$ cat config.mk
export PLATFORM = sky130hd
export DESIGN_NAME = gpio_port
export DESIGN_NICKNAME = d
export VERILOG_FILES = /design/src/rtl/gpio_port.sv
export SDC_FILE = /design/constraint.sdc
export NUM_CORES = 1
export LEC_CHECK = 0
export CORE_UTILIZATION = 45
export CTS_BUF_LIST = sky130_fd_sc_hd__clkbuf_2
export DETAILED_ROUTE_END_ITERATION = 6
export DONT_BUFFER_PORTS = 1
export GPL_ROUTABILITY_DRIVEN = 0
export MAX_ROUTING_LAYER = met4
export REMOVE_ABC_BUFFERS = 1
export SLEW_MARGIN = 30
export SYNTH_ARGS = -nofsm -noshare
export SYNTH_HDL_FRONTEND = slang
export SYNTH_SLANG_ARGS = --single-unit
$ cat constraint.sdc
create_clock -name clk -period 2.76 [get_ports clk]
set_input_delay 0.276 -clock clk [delete_from_list [all_inputs] [get_ports clk]]
set_output_delay 0.276 -clock clk [all_outputs]
set_load 0.01 [all_outputs]
$ cat src/rtl/gpio_port.sv
module gpio_port #(
  parameter int WIDTH  = 8,
  parameter int BUS_W  = 16,
  parameter int ADDR_W = 3,
  parameter logic [WIDTH-1:0] DIR_RST = 'h50
) (
  input  logic              clk,
  input  logic              rst_n,
  input  logic [ADDR_W-1:0] addr,
  input  logic              wr_en,
  input  logic [BUS_W-1:0]  wdata,
  output logic [BUS_W-1:0]  rdata,
  input  logic [WIDTH-1:0]  pad_in,
  output logic [WIDTH-1:0]  pad_out,
  output logic [WIDTH-1:0]  pad_oe,
  output logic [WIDTH-1:0]  pad_pu,
  input  logic [WIDTH-1:0]  ovr_en,
  input  logic [WIDTH-1:0]  ovr_dir
);
  localparam logic [ADDR_W-1:0] A_DIR  = 0;
  localparam logic [ADDR_W-1:0] A_PIN  = 1;
  localparam logic [ADDR_W-1:0] A_LAT  = 2;
  localparam logic [ADDR_W-1:0] A_PCTL = 3;
  localparam logic [ADDR_W-1:0] A_PMSK = 4;

  logic [WIDTH-1:0] dir_q, lat_q, msk_q, sync1_q, sync2_q, in_dir;
  logic             pu_off_q;

  always_ff @(posedge clk or negedge rst_n) begin
    if (!rst_n) begin
      dir_q    <= DIR_RST;
      lat_q    <= '0;
      msk_q    <= '1;
      pu_off_q <= 1'b1;
      sync1_q  <= '0;
      sync2_q  <= '0;
    end else begin
      sync1_q <= pad_in;
      sync2_q <= sync1_q;
      if (wr_en) begin
        case (addr)
          A_DIR:        dir_q    <= wdata[WIDTH-1:0];
          A_PIN, A_LAT: lat_q    <= wdata[WIDTH-1:0];
          A_PCTL:       pu_off_q <= wdata[0];
          A_PMSK:       msk_q    <= wdata[WIDTH-1:0];
          default: ;
        endcase
      end
    end
  end

  assign in_dir  = (ovr_en & ovr_dir) | (~ovr_en & dir_q);
  assign pad_oe  = ~in_dir;
  assign pad_out = lat_q;
  assign pad_pu  = pu_off_q ? '0 : (msk_q & in_dir);

  always_comb begin
    rdata = '0;
    case (addr)
      A_DIR:  rdata[WIDTH-1:0] = dir_q;
      A_PIN:  rdata[WIDTH-1:0] = sync2_q;
      A_LAT:  rdata[WIDTH-1:0] = lat_q;
      A_PCTL: rdata[0]         = pu_off_q;
      A_PMSK: rdata[WIDTH-1:0] = msk_q;
      default: ;
    endcase
  end

  logic [1:0] age_q;
  always_ff @(posedge clk or negedge rst_n)
    if (!rst_n) age_q <= '0;
    else if (age_q != 2'd3) age_q <= age_q + 2'd1;

  assert_dir_write_R1: assert property (@(posedge clk) disable iff (!rst_n)
    (wr_en && addr == A_DIR) |=> (((pad_oe ^ ~$past(wdata[WIDTH-1:0])) & ~ovr_en) == '0));

  assert_pin_sync_R2: assert property (@(posedge clk) disable iff (!rst_n)
    (age_q >= 2'd2 && addr == A_PIN) |-> (rdata[WIDTH-1:0] == $past(pad_in, 2)));

  assert_latch_write_R3: assert property (@(posedge clk) disable iff (!rst_n)
    (wr_en && (addr == A_PIN || addr == A_LAT)) |=> (pad_out == $past(wdata[WIDTH-1:0])));

  assert_latch_read_R5: assert property (@(posedge clk) disable iff (!rst_n)
    (addr == A_LAT) |-> (rdata == BUS_W'(pad_out)));

  assert_pull_global_off_R7: assert property (@(posedge clk) disable iff (!rst_n)
    (wr_en && addr == A_PCTL && wdata[0]) |=> (pad_pu == '0));
endmodule

[Word level (Yosys, flattened, before mapping)]
Index checks and enable logic that the tools add are counted.
Word-level totals
  bits in registers: 41
  bits of input ports: 46
  output and inout port bits: 40
  logic and storage cells: 25
Cells by class
  eq/ne operators: 4
  mux-type cells: 3
  bitwise operators: 6
  reductions and logical operators: 6
Operator list (number)
  $pmux W7 S4: 1
  $and A8 B8 Y8: 3
  $not A8 Y8: 2
  $mux W8: 1
  $or A8 B8 Y8: 1
  $reduce_and A2 Y1: 4
  $eq A3 B2 Y1 const B: 2
  $pmux W1 S5: 1
  $eq A3 B1 Y1 const B: 1
  $eq A3 B3 Y1 const B: 1
  $logic_not A3 Y1: 1
  $reduce_or A2 Y1: 1

[Logic depth before layout (Yosys ltp)]
  word-level depth: 5
  gate-level depth with buffers: 5
  mapped depth without buffers: 3

[Least setup slack after synthesis]
Ideal clock, no wire load.
  path kind: reg-to-output
  start point: reg pu_off_q
  end point: out rdata[0]
  arrival time: 1.168 ns
  slack: 1.316 ns
  stages on the path, launching flop included: 5
  cells stage by stage: dfstp_2 clkbuf_1 nand3_1 o21a_1 o22ai_1
On the way
  longest elaborated chain between the ends: 1
RTL lines
  start: declaration: RTL line 27  | logic pu_off_q;
  start signal: assignment: RTL line 44  | A_PCTL: pu_off_q <= wdata[0];
  $pmux W1 S5: RTL line 59  | case (addr)
  end: declaration: RTL line 12  | output logic [BUS_W-1:0] rdata,
Every way passes these cells.

[Worst setup path after layout]
Same ends and word-level chain as after synthesis.

==> metrics.txt <==
Max Slew Vio Count=0; cell at the root of the clock tree=sky130_fd_sc_hd__clkbuf_2; via count=around 1.2k; via count of the first global-routing pass=1148; number of buffers added on ports=0; maximum clock frequency=0.532 GHz; Inst Count DP=~190; H-tree levels=2; most frequently used cell type in the post-synthesis netlist=sky130_fd_sc_hd__dfrtp_1; Total Die Area=0.00452 sq mm; peak ir drop on the vdd network=0.312 mV; count of cell types in the netlist=26; number of instances resized during post-cts repair=0; EDFF count, synth=0; critical path launch point type=flop; total standard cell area after synthesis=0.00191 sq mm; core region area=0.00403 sq mm; DRT antenna net count=0; Yosys reg bits=41; number of max-capacitance violations reported=0; TritonCTS Buffers=5; fraction of layout cells with a size suffix above 1=between 20% and 30%; category of the worst setup path capture point=output pin; Post-Syn Instances=approximately 140; fraction of synthesis flops using an asynchronous set or reset pin=100%; synthesized area per cell=13.3 sq um; first-pass GRT wire length=6000 um; GR Util All Layers=19.9%; area leader, netlist=sky130_fd_sc_hd__dfrtp_1; Final Net Count=213; post-detailed-route via-to-cell ratio=5.68; dominant cells by area after synthesis=sky130_fd_sc_hd__dfrtp_1 39%, sky130_fd_sc_hd__dfstp_2 15%, sky130_fd_sc_hd__mux2_2 14%, sky130_fd_sc_hd__mux2i_1 8.4%, sky130_fd_sc_hd__a2bb2oi_1 3.2%; Post-route DRC=0; detailed router's first-iteration violation count=22; fin cells=216; gr ovfl total=0; Top FF cell, synth=sky130_fd_sc_hd__dfrtp_1; initial core utilization=47.5%; Setup CP Type=flop to output pin; clock tree buffer depth=2; CTS tree=built; Synth top cells by count=30 x sky130_fd_sc_hd__dfrtp_1, 24 x sky130_fd_sc_hd__mux2_2, 16 x sky130_fd_sc_hd__mux2i_1, 11 x sky130_fd_sc_hd__dfstp_2, 10 x sky130_fd_sc_hd__nand2_1; number of hold-slack violations in the final timing report=0; power density cells=roughly 600 mW/mm^2; horizontal extent of the die=roughly 67 um; Slew @ Worst Pin=~0.64 ns; DP Area=0.00189 sq mm; largest net degree at the start of global routing=42; placed wire-length estimate=2580 um; fraction of post-synthesis cell area in the top cell type by area=39.2%; fraction of the yosys area taken by sequential cells=between 50% and 60%; Leak=0.000908 uW; y dimension of the die=67.2 um; antenna violations before repair=0; number of standard-cell rows in the floorplan=23; maximum fanout along the worst path=10; Total Negative Setup Slacks=0 ns; ratio of final minimum period to clock period=68.1%; number of placed I/O pins=86; worst setup skew after layout=between 0.006 and 0.007 ns; worst min-delay path category=input port to flop; Layout Cell Area excl Fill=between 0.002 and 0.0025 sq mm; synth warn=0; clock sinks=41; data required time of the worst path=2.48 ns; Final Critical Period=1.88 ns; Post-Route Utilization=53.9%; Routed Wire Length=4050 um; post-CTS clock slew at the launch and capture registers of the worst setup and hold paths=0.18 ns; outcome=finished, final reports clean; signal arrival time at the worst endpoint=about 1.6 ns; unrepaired setup endpoints after global routing=false; setup slack of the worst register-to-register path=~1.2 ns; diode insertion count for antenna repair=0; relative slew slack=57.4%; # setup viols final=0; layout-stage area growth over the synthesis result=13.5%; Hold WS=0.0395 ns; average wire per standard cell=18.8 um; drt pass-1 iters=4; clock latency of the later-clocked register in the worst-skew pair=0.38 ns
==> worst max-delay path, stage by stage, from the launching register on <==
cell                      delay [ns]
sky130_fd_sc_hd__dfstp_2        0.74
sky130_fd_sc_hd__nand3_1        0.12
sky130_fd_sc_hd__o21a_1         0.11
sky130_fd_sc_hd__o22ai_1        0.25
==> layout by cell type, fill, tap and decap left out, drive strengths merged, types with 2 or more instances in the layout <==
cell type    instances
conb                 8
dfstp               11
dlygate4sd3         23
nand2               10
o21ai                8
mux2                24
dfrtp               30
nor3b                9
a2bb2oi              7
nor3                 2
mux2i               16
o21a                 2
clkbuf               5
==> final cells by class <==
type,instances,area (sq um)
inverter,1,3.75
sequential,41,1040
timing repair buffer,24,250
clock buffer,5,25.0
fill,362,1860
tap,50,62.6
clock inverter,1,5.00
multi-input combinational,94,786
==> per-stage QoR <==
stage / total power [uW] / setup WS (ns)
6_report: 1310 / 0.879
5_1_grt: 1390 / 0.778
4_1_cts: 1320 / 0.855
3_5_place_dp: 1050 / 1.20
3_3_place_gp: 1040 / 1.18
2_1_floorplan: 995 / 1.51
==> state kept, by name, indices dropped and copies added, names as in the netlist <==
register and flops:
pad_out 8, msk_q 8, pu_off_q 1, dir_q 8
sync1_q 8, sync2_q 8
==> power by group <==
group / leakage (uW) / total, uW / switching [uW] / internal (uW)
registers: 0.000469 / 815 / 94.4 / 721
clock network: 0.0000247 / 227 / 175 / 51.8
logic: 0.000414 / 265 / 119 / 146
==> path summary, 6_finish.rpt <==
path / endpoint / depth (start not counted) / from
min reg2reg: sync2_q[2] / 0 / sync1_q[2]
min: pad_out[4] / 1 / wdata[4]
max in group asynchronous: msk_q[1] / 2 / rst_n
max reg2reg: pu_off_q / 3 / pu_off_q
min in group asynchronous: pad_out[7] / 2 / rst_n
max: rdata[0] / 3 / pu_off_q
==> logic make-up (layout without fill, tap and decap cells) <==
group	Yosys count	count (layout)	share of synthesized area, %
buffers and inverters	16	31	6.01
XOR/XNOR	1	1	0.458
multiplexers	40	40	22.5
AO/OA/AOI/OAI	19	19	6.80
AND/OR/NAND/NOR	26	26	9.74
flip-flops	41	41	54.3
other	1	8	0.196
==> what timing repair did <==
| item | 4_1_cts | 5_1_grt |
|---|---|---|
| hold buffers | 16 | 8 |
| endpoints found under the hold margin | 57 | 15 |
| buffers inserted | 0 | 0 |
==> layer usage <==
metal	up-vias	track usage [%]	part of all wire, %
met5	-	-	0
met4	0	6.38	1.4
met3	5	7.43	7.2
met2	54	31.3	50
met1	629	23.5	42
li1	538	-	-
(Power assumes the default switching activity.)
